[config.mk]
export PLATFORM = sky130hd
export DESIGN_NAME = avs_vid_setter
export DESIGN_NICKNAME = d
export VERILOG_FILES = /design/src/rtl/avs_pkg.sv /design/src/rtl/avs_vid_map.sv /design/src/rtl/avs_seq_fsm.sv /design/src/rtl/avs_vid_setter.sv
export SDC_FILE = /design/constraint.sdc
export NUM_CORES = 1
export LEC_CHECK = 0
export CORE_UTILIZATION = 30
export DETAILED_ROUTE_END_ITERATION = 8
export GPL_TIMING_DRIVEN = 0
export PLACE_DENSITY_LB_ADDON = 0.3
export SYNTH_ARGS = -nofsm -noshare
export SYNTH_HDL_FRONTEND = slang
export SYNTH_SLANG_ARGS = --single-unit
export TNS_END_PERCENT = 100
[constraint.sdc]
create_clock -name clk -period 7.8 [get_ports clk]
set_input_delay 0.78 -clock clk [delete_from_list [all_inputs] [get_ports clk]]
set_output_delay 0.78 -clock clk [all_outputs]
set_load 0.01 [all_outputs]
[src/rtl/avs_pkg.sv]
package avs_pkg;
  localparam int SEL_W  = 2;
  localparam int BYTE_W = 8;
  localparam int STAT_W = 5;

  localparam logic [SEL_W-1:0] SEL_CTRL = 2'd0;
  localparam logic [SEL_W-1:0] SEL_DATA = 2'd1;
  localparam logic [SEL_W-1:0] SEL_STAT = 2'd2;
  localparam logic [SEL_W-1:0] SEL_IEN  = 2'd3;

  localparam logic [BYTE_W-1:0] CTL_OFF   = 8'h00;
  localparam logic [BYTE_W-1:0] CTL_ON    = 8'h80;
  localparam logic [BYTE_W-1:0] CTL_START = 8'h94;
  localparam logic [BYTE_W-1:0] CTL_STOP  = 8'h90;

  localparam logic [BYTE_W-1:0] IEN_ALL    = 8'h07;
  localparam logic [BYTE_W-1:0] IEN_NO_DE  = 8'h06;
  localparam logic [BYTE_W-1:0] IEN_NK     = 8'h04;

  localparam logic [BYTE_W-1:0] CLR_WAIT = 8'h02;
  localparam logic [BYTE_W-1:0] CLR_NACK = 8'h04;
  localparam logic [BYTE_W-1:0] CLR_ARB  = 8'h08;

  localparam logic [BYTE_W-1:0] DEV_WRITE = 8'h60;
  localparam logic [BYTE_W-1:0] VREG_ADDR = 8'h54;

  localparam int F_EMPTY = 0;
  localparam int F_WAIT  = 1;
  localparam int F_NACK  = 2;
  localparam int F_ARB   = 3;
  localparam int F_BUSY  = 4;

  typedef enum logic [5:0] {
    S_INIT, S_CLR, S_CLR_CHK, S_EN, S_IEN, S_START,
    W_SLV, S_IEN_DT, S_SLV,
    W_REG, S_REG, S_REG_REL,
    W_VID, S_VID, S_VID_REL,
    W_STOP, S_STOP, S_STOP_REL,
    W_END, S_OFF, S_DONE, S_QUIT,
    A_START, A_DUMMY, A_XFER,
    N_STOP, N_IEN, N_CLR,
    E_STOP, E_STOP_GO, E_REL, E_END, E_OFF,
    S_FATAL
  } seq_state_e;
endpackage

[src/rtl/avs_vid_map.sv]
module avs_vid_map #(
  parameter int CODE_W = 9,
  parameter int VID_W  = 8,
  parameter int N_STEP = 7,
  parameter logic [VID_W-1:0] VID_TOP = 8'h53
) (
  input  logic [CODE_W-1:0] code,
  output logic [VID_W-1:0]  vid
);
  logic [N_STEP-1:0] hit;

  for (genvar k = 0; k < N_STEP; k++) begin : g_step
    assign hit[k] = (code == (CODE_W'(1) << k));
  end

  always_comb begin
    vid = VID_TOP;
    for (int k = 0; k < N_STEP; k++)
      if (hit[k]) vid = VID_TOP - VID_W'(k + 1);
  end
endmodule

[src/rtl/avs_seq_fsm.sv]
module avs_seq_fsm
  import avs_pkg::*;
#(
  parameter int RETRY_MAX = 1,
  parameter logic [BYTE_W-1:0] DUMMY_BYTE = 8'h53
) (
  input  logic              clk,
  input  logic              rst,
  input  logic [BYTE_W-1:0] vid,
  input  logic              en_rb,
  input  logic [STAT_W-1:0] status,
  output logic              load_code,
  output logic              wr,
  output logic [SEL_W-1:0]  sel,
  output logic [BYTE_W-1:0] wdata,
  output logic              i2c_req,
  output logic              seq_req,
  output logic              done,
  output logic              fatal
);
  localparam int RTY_W = $clog2(RETRY_MAX + 1);

  seq_state_e        state, state_n;
  logic [RTY_W-1:0]  retry;
  logic              arb, nack, give_up;
  logic              wr_n;
  logic [SEL_W-1:0]  sel_n;
  logic [BYTE_W-1:0] data_n;

  assign arb       = status[F_ARB];
  assign nack      = status[F_NACK];
  assign give_up   = (arb | nack) && (retry >= RTY_W'(RETRY_MAX));
  assign load_code = (state == S_INIT);

  always_comb begin
    state_n = state;
    case (state)
      S_INIT:     state_n = S_CLR;
      S_CLR:      state_n = S_CLR_CHK;
      S_CLR_CHK:  state_n = en_rb ? S_CLR : S_EN;
      S_EN:       state_n = S_IEN;
      S_IEN:      state_n = S_START;
      S_START:    state_n = W_SLV;
      W_SLV: begin
        if (give_up)                state_n = S_FATAL;
        else if (arb)               state_n = A_START;
        else if (nack)              state_n = N_STOP;
        else if (status[F_EMPTY])   state_n = S_IEN_DT;
      end
      S_IEN_DT:   state_n = S_SLV;
      S_SLV:      state_n = W_REG;
      W_REG, W_VID, W_STOP: begin
        if (give_up)                state_n = S_FATAL;
        else if (arb)               state_n = A_XFER;
        else if (nack)              state_n = N_STOP;
        else if (status[F_WAIT])
          state_n = (state == W_REG) ? S_REG : (state == W_VID) ? S_VID : S_STOP;
      end
      S_REG:      state_n = S_REG_REL;
      S_REG_REL:  state_n = W_VID;
      S_VID:      state_n = S_VID_REL;
      S_VID_REL:  state_n = W_STOP;
      S_STOP:     state_n = S_STOP_REL;
      S_STOP_REL: state_n = W_END;
      W_END:      if (!status[F_BUSY]) state_n = S_OFF;
      S_OFF:      state_n = S_DONE;
      S_DONE:     state_n = S_QUIT;
      S_QUIT:     state_n = S_QUIT;
      A_START:    state_n = A_DUMMY;
      A_DUMMY:    state_n = E_STOP;
      A_XFER:     state_n = E_STOP;
      N_STOP:     state_n = N_IEN;
      N_IEN:      state_n = N_CLR;
      N_CLR:      state_n = E_END;
      E_STOP:     if (status[F_WAIT]) state_n = E_STOP_GO;
      E_STOP_GO:  state_n = E_REL;
      E_REL:      state_n = E_END;
      E_END:      if (!status[F_BUSY]) state_n = E_OFF;
      E_OFF:      state_n = S_EN;
      S_FATAL:    state_n = S_FATAL;
      default:    state_n = S_FATAL;
    endcase
  end

  // Write decoded from the state being entered, so it is registered.
  always_comb begin
    wr_n   = 1'b1;
    sel_n  = SEL_CTRL;
    data_n = CTL_OFF;
    case (state_n)
      S_CLR, S_OFF, E_OFF:          begin sel_n = SEL_CTRL; data_n = CTL_OFF;   end
      S_EN:                         begin sel_n = SEL_CTRL; data_n = CTL_ON;    end
      S_IEN:                        begin sel_n = SEL_IEN;  data_n = IEN_ALL;   end
      S_START:                      begin sel_n = SEL_CTRL; data_n = CTL_START; end
      S_IEN_DT:                     begin sel_n = SEL_IEN;  data_n = IEN_NO_DE; end
      S_SLV:                        begin sel_n = SEL_DATA; data_n = DEV_WRITE; end
      S_REG:                        begin sel_n = SEL_DATA; data_n = VREG_ADDR; end
      S_VID:                        begin sel_n = SEL_DATA; data_n = vid;       end
      S_REG_REL, S_VID_REL,
      S_STOP_REL, E_REL:            begin sel_n = SEL_STAT; data_n = CLR_WAIT;  end
      S_STOP, E_STOP_GO, N_STOP:    begin sel_n = SEL_CTRL; data_n = CTL_STOP;  end
      A_START, A_XFER:              begin sel_n = SEL_STAT; data_n = CLR_ARB;   end
      A_DUMMY:                      begin sel_n = SEL_DATA; data_n = DUMMY_BYTE; end
      N_IEN:                        begin sel_n = SEL_IEN;  data_n = IEN_NK;    end
      N_CLR:                        begin sel_n = SEL_STAT; data_n = CLR_NACK;  end
      default:                      wr_n = 1'b0;
    endcase
  end

  always_ff @(posedge clk) begin
    if (rst) begin
      state   <= S_INIT;
      retry   <= '0;
      wr      <= 1'b0;
      sel     <= '0;
      wdata   <= '0;
      i2c_req <= 1'b0;
      seq_req <= 1'b0;
      done    <= 1'b0;
      fatal   <= 1'b0;
    end else begin
      state   <= state_n;
      if (state == E_OFF) retry <= retry + 1'b1;
      wr      <= wr_n;
      sel     <= sel_n;
      wdata   <= data_n;
      i2c_req <= !(state_n inside {S_INIT, S_DONE, S_QUIT});
      seq_req <= !(state_n inside {S_INIT, S_QUIT});
      done    <= (state_n inside {S_DONE, S_QUIT});
      fatal   <= (state_n == S_FATAL);
    end
  end
endmodule

[src/rtl/avs_vid_setter.sv]
module avs_vid_setter
  import avs_pkg::*;
#(
  parameter int CODE_W    = 9,
  parameter int N_STEP    = 7,
  parameter logic [BYTE_W-1:0] VID_TOP = 8'h53,
  parameter int RETRY_MAX = 1
) (
  input  logic              clk,
  input  logic              rst,
  input  logic [CODE_W-1:0] corner_code,
  input  logic              mst_en_rb,
  input  logic [STAT_W-1:0] mst_status,
  output logic              mst_wr,
  output logic [SEL_W-1:0]  mst_addr,
  output logic [BYTE_W-1:0] mst_wdata,
  output logic              i2c_clk_req,
  output logic              seq_clk_req,
  output logic              done,
  output logic              fatal,
  output logic [BYTE_W-1:0] vid
);
  logic [BYTE_W-1:0] vid_map;
  logic              load_code;

  avs_vid_map #(
    .CODE_W(CODE_W), .VID_W(BYTE_W), .N_STEP(N_STEP), .VID_TOP(VID_TOP)
  ) u_map (
    .code(corner_code),
    .vid (vid_map)
  );

  always_ff @(posedge clk) begin
    if (rst)            vid <= VID_TOP;
    else if (load_code) vid <= vid_map;
  end

  avs_seq_fsm #(
    .RETRY_MAX(RETRY_MAX), .DUMMY_BYTE(VID_TOP)
  ) u_fsm (
    .clk      (clk),
    .rst      (rst),
    .vid      (vid),
    .en_rb    (mst_en_rb),
    .status   (mst_status),
    .load_code(load_code),
    .wr       (mst_wr),
    .sel      (mst_addr),
    .wdata    (mst_wdata),
    .i2c_req  (i2c_clk_req),
    .seq_req  (seq_clk_req),
    .done     (done),
    .fatal    (fatal)
  );
endmodule

---- Yosys cells after proc, flatten, opt, wreduce, memory -nomap -nowiden ----
Cells that the tools add are included.
operators by class
  $add $sub $neg .......................... 1
  $lt $le $gt $ge ......................... 1
  equal/unequal tests ..................... 64
  multiplexer cells ....................... 25
  bitwise gates (word level) .............. 1
  reduce and logical (&&, ||, !) cells .... 20
operators with widths
  kind                count
  $eq 6x5->1 const B  29
  $pmux 6 s28         1
  $pmux 8 s12         1
  $eq 6x4->1 const B  13
  $mux 6              12
  $eq 6x3->1 const B  7
  $mux 5              5
  $reduce_or 22->1    1
  $eq 6x2->1 const B  3
  $eq 6x6->1 const B  3
  $eq 6x1->1 const B  2
  $logic_not 6->1     2
  $reduce_or 2->1     5
  $eq 9x1->1 const B  1
  $eq 9x2->1 const B  1
  $eq 9x3->1 const B  1
  $eq 9x4->1 const B  1
  $eq 9x5->1 const B  1
  $eq 9x6->1 const B  1
  $eq 9x7->1 const B  1
  $reduce_or 3->1     3
  $reduce_or 4->1     2
  $reduce_or 7->1     1
  $mux 2              3
  9 further kinds     12
storage, ports and cells
  register bits after elaboration ......... 30
  input port bits ......................... 17
  output and inout port bits .............. 23
  logic and storage cells ................. 122

---- Depth between registers and ports, before layout ----
Gate-level depths: netlist of run 1.
  depth after elaboration ................. 11
  mapped depth ............................ 12

---- Modules after synthesis ----
Synthesis of run 1 repeated with hierarchy kept, for this count alone.
second synthesis, totals
  cells, all modules ...................... 293
  area, all modules ....................... 2250.9 um^2
modules (own cells, without submodules)
  module          instances  cells an instance  area an instance (um^2)  seq. area each (um^2)
  avs_seq_fsm     1          240                1769.2                   440.4
  avs_vid_setter  1          26                 297.8                    160.2
  avs_vid_map     1          27                 183.9                    0.0

---- Worst setup path before layout of run 1 ----
OpenSTA, ideal clock, no wires.
  path kind ............................... input to register
  start ................................... in mst_status[4]
  end ..................................... reg u_fsm.wr
  library setup time ...................... 0.137 ns
  arrival ................................. 2.698 ns
  data required time ...................... 7.663 ns
  slack ................................... 4.965 ns
  stages on the path ...................... 8
  buffers on the path ..................... 0
  cell sequence ........................... nand3b_1 nor4bb_2 or4_4 nor4_2 nor2_1 and3_1 a311oi_1 a41oi_1
on the way
  longest elaborated chain between the ends .. 5
  elaborated cells between the ends (all ways) .. 27
  those cells by class .................... 22 x eq/ne; 4 x mux; 1 x reduce/logical
ends and longest elaborated chain
  item                                      line                                  RTL
  start: declaration                        avs_vid_setter.sv:13                  input logic [STAT_W-1:0] mst_status,
  $mux 6, on equally long branches          avs_seq_fsm.sv:78, avs_seq_fsm.sv:65
  $pmux 6 s28 (*)                           avs_seq_fsm.sv:37                     case (state)
  $eq 6x1->1, or another cell as far along  avs_seq_fsm.sv:90                     case (state_n)
  $reduce_or 22->1 (no line) (*)            --
  $mux 1 (*)                                avs_seq_fsm.sv:90
  end signal: assignment                    avs_seq_fsm.sv:124                    wr <= wr_n;
  end: declaration                          avs_seq_fsm.sv:13                     output logic wr,
Every way passes the cells marked *; elsewhere a longest branch is shown, timed or not.
A chain may end at the register's enable or synchronous reset.

---- Worst setup path after layout of run 1 ----
  start ................................... in mst_status[3]
  end ..................................... reg u_fsm.wr
on the way
  longest elaborated chain between the ends .. 7
  elaborated cells between the ends (all ways) .. 31
  those cells by class .................... 22 x eq/ne; 6 x mux; 1 x bitwise; 2 x reduce/logical
ends and longest elaborated chain
  item                                      line                                  RTL
  $or 1x1->1                                avs_seq_fsm.sv:32                     assign give_up = (arb | nack) && (retry >= RTY_W'(RETRY_MAX));
  $logic_and 1x1->1                         avs_seq_fsm.sv:32
  $mux 6, on equally long branches          avs_seq_fsm.sv:53, avs_seq_fsm.sv:45
  $pmux 6 s28 (*)                           avs_seq_fsm.sv:37
  $eq 6x1->1, or another cell as far along  avs_seq_fsm.sv:90
  $reduce_or 22->1 (no line) (*)            --
  $mux 1 (*)                                avs_seq_fsm.sv:90
Marks and branches as above.

==> results of run 1 <==
## cell usage in the layout (no fill, tap or decap), drive strengths merged, types with 4 or more instances in the layout
| cell type | synthesis | routed |
|---|---|---|
| inv | 5 | 5 |
| or2 | 6 | 6 |
| nand2 | 19 | 19 |
| nor3 | 12 | 12 |
| a21oi | 17 | 17 |
| nor3b | 4 | 4 |
| a211o | 5 | 5 |
| and2 | 5 | 5 |
| or4 | 5 | 5 |
| nand3b | 7 | 7 |
| xnor2 | 5 | 5 |
| dfxtp | 26 | 26 |
| nand2b | 6 | 6 |
| a31oi | 9 | 9 |
| clkdlybuf4s50 | 0 | 36 |
| buf | 15 | 15 |
| nor2 | 23 | 23 |
| clkbuf | 10 | 13 |
| nor4 | 9 | 9 |
| and2b | 4 | 4 |
| o21ai | 17 | 17 |
## worst max-delay path: cells and delay by family
family	cells	cell delay, ns
AOI/OAI and AO/OA	3	0.45
buffers and inverters	1	0.59
and+or+nand+nor	5	1.98
## worst paths after layout
kind,startpoint,to,slack [ns]
worst max-delay path,mst_status[3],u_fsm.wr,4.13
worst min register to register,vid[1],vid[1],0.52
worst min-delay path,vid[1],vid[1],0.52
worst max register to register,u_fsm.state[5],u_fsm.wr,4.68
## metrics by stage
stage	hold WS [ns]	std cells	setup slack [ns]	area, um^2
3_5_place_dp	0.507	415	3.93	2760
4_1_cts	0.527	418	4.17	2800
3_3_place_gp	0.510	415	3.92	2760
2_1_floorplan	0.514	280	4.97	2270
5_1_grt	0.560	418	3.99	2800
6_report	0.517	418	4.13	2800
## registers in the layout, summed over array words and instances (netlist names)
signal and cells:
u_fsm.done 1, u_fsm.seq_req 1, u_fsm.wdata 8, u_fsm.retry 1, u_fsm.state 6, u_fsm.wr 1
u_fsm.sel 2, u_fsm.fatal 1, vid 4, u_fsm.i2c_req 1
## cells by family after synthesis
logic type      after synthesis  synth area share, %
xor+xnor                      8                 3.09
flops                        26                 23.0
simple gates                126                 36.5
buf+inv                      31                 10.6
mux                           4                 1.82
other cells                   2                0.331
compound gates               82                 24.7
## cell usage after synthesis (5+ instances only)
| cell | instances |
|---|---|
| inv_1 | 5 |
| nor3_1 | 11 |
| clkbuf_8 | 6 |
| o21ai_0 | 17 |
| or2_2 | 6 |
| buf_2 | 5 |
| and2_1 | 5 |
| nand2b_1 | 6 |
| a21oi_1 | 17 |
| nor2_1 | 22 |
| buf_4 | 6 |
| nor4_1 | 6 |
| nand3b_1 | 6 |
| xnor2_1 | 5 |
| dfxtp_1 | 26 |
| a31oi_1 | 9 |
| nand2_1 | 19 |
## power groups by stage
stage / logic (mW) / clock network, mW / registers, mW
after floorplan: 0.134 / 0 / 0.157
after global placement: 0.203 / 0 / 0.154
after detailed placement: 0.202 / 0 / 0.154
after CTS: 0.203 / 0.0759 / 0.151
after global routing: 0.225 / 0.0828 / 0.153
final: 0.206 / 0.0731 / 0.151
## routing by layer
layer / vias up / GRT usage [%] / routed length (um)
met5: - / 0 / 0
met4: 0 / 3.46 / 85
met3: 11 / 2.40 / 435
met2: 108 / 28.5 / 3090
met1: 1101 / 25.2 / 3140
li1: 1125 / - / -
## final cells by class
class / instances / area [um^2]
fillers: 810 / 4500
multi-input cells: 223 / 1510
flip-flops and latches: 26 / 520
repair buffers: 36 / 360
plain buffers: 26 / 221
well taps: 99 / 124
clock buffers: 3 / 41.3
inverters: 5 / 18.8
==> key figures, run 1 <==
Yosys
  – Number of flops mapped to enable cells by yosys: 0
  – Syn. warnings: 0
  – Leading area contributor after synthesis: dfxtp_1
  – Fraction of the yosys area taken by sequential cells: around 23%
  – Syn Inst Count: between 200 and 300
  – Unique masters post-synth: between 70 and 80
  – Post-synth ARST share: 0%
  – Synth Flop Type: dfxtp_1
  – Proportion of netlist area held by the largest area contributor: a little under a quarter
  – Largest cells by area after synthesis: dfxtp_1 (23%), a21oi_1 (3.8%), o21ai_0 (3.8%)
  – #FFs+latches synth: 26
  – Syn Std Cell Area: 2270 um^2
  – Synth Area per Inst: roughly 8.1 um^2

Power
  – Pleak: 0.940 nW
  – Combinational share of power: ~48%
  – Pwr Density: approximately 150 nW/um^2
  – Switching Share: 37.0%
  – Sequential share of power: around a third
  – Max IR drop VDD: 0.0615 mV
  – Cell Int Power: roughly 0.27 mW
  – Power share of the clock group: about 17%
  – Sw Pwr: approximately 0.16 mW
  – Design Power: between 0.4 and 0.5 mW

Clock tree
  – CTS tree: done
  – Clk sinks: 26
  – Clk slew on worst S/H paths: 0.08 ns
  – Setup bufs post-CTS: 0
  – Number of gates resized after CTS: 0
  – Hold buffer count at cts: 0
  – CTS root buf: clkbuf_8
  – CTS Buf Count: 3
  – Later-pin clock latency in the skew report: approximately 0.26 ns
  – Clock Path Buffers: 2
  – H-tree depth: 1

Worst setup path
  – Critical Path RT: between 7 and 8 ns
  – CP Max Fanout: 8
  – CP peak stage delay: 0.69 ns
  – Cell Chain, Critical Path: clkdlybuf4s50_1 -> and2b_2 -> a2111oi_1 -> or4_4 -> nor4_2 -> nor2_1 -> and3_1 -> a311oi_1 -> a41oi_1
  – Slowest CP cell: nor4_2
  – R2R depth: 8
  – CP arrival: between 3 and 4 ns
  – Crit. End Element: flop
  – Worst setup SP type: input port
  – Critical path type: input port to flop

Floorplanning
  – Initial core utilization: about 31%
  – Horiz. Die Dim: about 89 um
  – Die Y: between 80 and 90 um
  – Core area: roughly 7300 um^2
  – Ports: 40
  – Die area: a little under 8000 um^2
  – Num rows: 31

Route
  – Vias/cell: approximately 5.6
  – Drc violations: 0
  – Vias: 2345
  – Post-Route WL: 6.75 mm
  – DR pass1 iterations: 5
  – DR iter-0 viols: 300
  – Routed WL per cell: roughly 16 um
  – Routed Antenna Nets: 0

Place
  – GPL Wtd Cong: around 0.93
  – Port bufs: 36
  – HPWL after DPL: 5.06 mm

Timing
  – Max-slew headroom: a little under half
  – Least-Margin Pin Slew: ~0.8 ns
  – Final Hold Viols: 0
  – Clock Skew: around 0.0043 ns
  – Sum of negative setup slack: 0 ns
  – Fmax: ~270 MHz
  – Final min period: between 3 and 4 ns
  – Max Slew Vio Count: 0
  – # setup viols final: 0
  – Unrepaired setup endpoints after global routing: false
  – Final period utilization: between 40 and 50%

Global route
  – Largest net degree at the start of global routing: 14
  – Vias in the first global route: approximately 2100
  – GRT Overall Usage: 17.6%
  – First-pass GRT wire length: approximately 11 mm
  – Gr ovfl total: 0
  – Initial antenna violation count: 0

Cells and area
  – Final Util: 38.3%
  – # diodes: 0
  – NumNets Final: approximately 340
  – Share of cells above drive strength 1: a little under a fifth
  – Area Overhead vs Synth: 23.3%

Run status
  – Outcome: complete, no violations

Worst hold path
  – Hold path depth: 2
  – Class of the worst hold path: flop to flop

Run
  – Max_cap viols: 0
No activity file was read; power rests on OpenSTA's default activity.
==> run 2, diff against run 1 <==
==> constraint.sdc (replaced) <==
create_clock -name clk -period 3.5 [get_ports clk]
set_input_delay 0.35 -clock clk [delete_from_list [all_inputs] [get_ports clk]]
set_output_delay 0.35 -clock clk [all_outputs]
set_load 0.01 [all_outputs]
==> results of run 2 <==
Same layout as run 1 (identical final DEF). Status: complete, no violations.
Main changes from that run: setup slack after placement 3.93 ns -> 0.0581 ns; setup slack after layout 4.13 ns -> 0.264 ns; register-to-register setup slack 4.68 ns -> 0.38 ns; total power 0.430 mW -> 0.959 mW; worst IR drop on VDD 0.0615 mV -> 0.137 mV
==> run 3, diff against run 2 <==
--- a/config.mk
+++ b/config.mk
@@ -5,6 +5,7 @@
 export SDC_FILE = /design/constraint.sdc
 export NUM_CORES = 1
 export LEC_CHECK = 0
+export ABC_CLOCK_PERIOD_IN_PS = 3500
 export CORE_UTILIZATION = 30
 export DETAILED_ROUTE_END_ITERATION = 8
 export GPL_TIMING_DRIVEN = 0
==> constraint.sdc (replaced) <==
create_clock -name clk -period 3.5 [get_ports clk]
set_input_delay 0.525 -clock clk [delete_from_list [all_inputs] [get_ports clk]]
set_output_delay 0.525 -clock clk [all_outputs]
set_load 0.01 [all_outputs]
==> run 3 against run 2 <==
Net effect: clock power about the same; die area unchanged; critical path type unchanged; highest routed layer unchanged; sequential power about the same; routed wire length up 0.36%; first-iteration DRC count up 0.33%.
==> key figures, run 3 (synthesized netlist as in run 1, its figures left out) <==
Worst hold path
  – Hold path start: vid[1]
  – Class of the worst hold path: flop to flop

Clock tree
  – CTS tree: done
  – Hold buffer count at cts: 0
  – Clk sinks: 26
  – Later-pin clock latency in the skew report: 0.26 ns
  – Clock Path Buffers: 2
  – CTS Buf Count: 3
  – Clk slew on worst S/H paths: 0.08 ns
  – H-tree depth: 1
  – CTS root buf: clkbuf_8

Place
  – HPWL after DPL: slightly above 5 mm
  – Dpl ws: -0.117 ns
  – Port bufs: 36
  – GPL Wtd Cong: around 0.93
  – Inst Count DP: about 420

Worst setup path
  – CP peak stage delay: slightly below 0.6 ns
  – FF-to-FF Start: u_fsm.state[3]
  – Slowest CP cell: clkdlybuf4s50_1
  – Critical path origin: mst_status[3]
  – Critical path type: input port to flop
  – Cell Chain, Critical Path: clkdlybuf4s50_1 -> and2b_2 -> a2111oi_1 -> or4_4 -> or4_4 -> nor3_4 -> nand2b_1 -> a211o_1 -> a31oi_1
  – Largest delay share family, worst path: simple AND/OR/NAND/NOR gates
  – CP arrival: between 3 and 4 ns
  – CP Max Fanout: 5
  – Buf/Inv on CP: 1
  – Worst path most repeated cell: or4_4
  – Worst setup SP type: input port
  – Critical Path RT: around 3.7 ns
  – Crit. End Element: flop

Timing
  – Clock Skew: between 0.003 and 0.004 ns
  – Max Slew Vio Count: 0
  – Final period utilization: between 90% and 100%
  – Final Hold Viols: 0
  – Unrepaired setup endpoints after global routing: false
  – Fmax: 310 MHz
  – Hold slack: roughly 0.51 ns
  – # setup viols final: 0
  – Final min period: roughly 3.2 ns
  – Max-slew headroom: between 50% and 60%
  – Setup ws final: between 0.2 and 0.3 ns
  – Sum of negative setup slack: 0 ns
  – Least-Margin Pin Slew: a little over 0.6 ns

Route
  – Drc violations: 0
  – Vias: roughly 2400
  – DR pass1 iterations: 7
  – DR iter-0 viols: 301
  – Routed WL per cell: 16.2 um
  – Routed Antenna Nets: 0
  – Vias/cell: 5.62
  – Post-Route WL: ~6.8 mm

Cells and area
  – Commonest non-fill, non-tap cell in the layout: clkdlybuf4s50_1
  – Top flop regs: u_fsm.wdata x8, u_fsm.state x6, vid x4
  – NumNets Final: between 300 and 400
  – Share of cells above drive strength 1: a little under a fifth
  – Most flops, register: u_fsm.wdata
  – Fin cells: roughly 420
  – Max reg flops: 8
  – Most frequent cells in the layout: clkdlybuf4s50_1 (36), dfxtp_1 (26), nor2_1 (22)
  – # diodes: 0
  – Area Overhead vs Synth: 23.7%

Floorplanning
  – Ports: 40
  – Core area: about 7300 um^2
  – Horiz. Die Dim: around 89 um
  – Die area: roughly 8000 um^2
  – Die Y: 88.9 um
  – Initial core utilization: roughly 31%
  – Num rows: 31

Global route
  – Vias in the first global route: roughly 2100
  – First-pass GRT wire length: around 11 mm
  – Largest net degree at the start of global routing: 14
  – Initial antenna violation count: 0
  – GRT Overall Usage: 17.6%
  – Gr ovfl total: 0

Run status
  – Outcome: complete, no violations

Power
  – Design Power: 0.962 mW
  – Pwr Density: 343 nW/um^2
  – Max IR drop VDD: 0.137 mV
  – Pleak: 0.941 nW

Run
  – Max_cap viols: 0
==> run 3: cell counts in the layout (fill, tap and decap cells not counted) <==
Identical to the previous run, type by type.
==> run 3: final cells by class <==
| class | instances | area [um^2] |
|---|---|---|
| fill | 810 | 4490 |
| buffer | 26 | 221 |
| tap | 99 | 124 |
| inverter | 5 | 18.8 |
| sequential | 26 | 520 |
| timing repair buffer | 36 | 360 |
| clock buffer | 3 | 41.3 |
| multi-input combinational | 223 | 1520 |
==> run 3: tightest hold or removal path: stages, from the launching register on <==
cell	delay [ns]
dfxtp_1	0.36
a21oi_1	0.07
o21ai_0	0.06
==> run 3: stage by stage <==
| step | instance area (um^2) | util, % |
|---|---|---|
| after floorplan | 2270 | - |
| after global placement | 2760 | 37.8 |
| after detailed placement | 2760 | 37.8 |
| after CTS | 2800 | 38.3 |
| after global routing | 2810 | 38.5 |
| final | 2810 | 38.5 |
==> run 3: power by group <==
| group | internal [mW] | total, mW | leakage [nW] | switching (mW) |
|---|---|---|---|---|
| combinational | 0.208 | 0.462 | 0.707 | 0.254 |
| clock | 0.0770 | 0.163 | 0.0216 | 0.0857 |
| sequential | 0.320 | 0.337 | 0.212 | 0.0166 |
==> run 3: worst paths after layout <==
check | endpoint | slack (ns) | cells past startpoint
min reg2reg | vid[1] | 0.51 | 2
max | u_fsm.wdata[7] | 0.27 | 9
min | vid[1] | 0.51 | 2
max reg2reg | u_fsm.wdata[7] | 0.50 | 9
==> run 3: timing repair <==
action,CTS,global route
hold endpoints to repair,0,0
setup endpoints to repair,0,2
resized for setup,0,1
setup buffers,0,0
==> run 3: metal layers <==
layer  routed length, um  global-route usage (%)  vias to the layer above
met2                3110                    28.5                      106
li1                    -                       -                     1126
met1                3170                    25.2                     1104
met5                   0                       0                        -
met4                  96                    3.46                        0
met3                 401                    2.40                       15
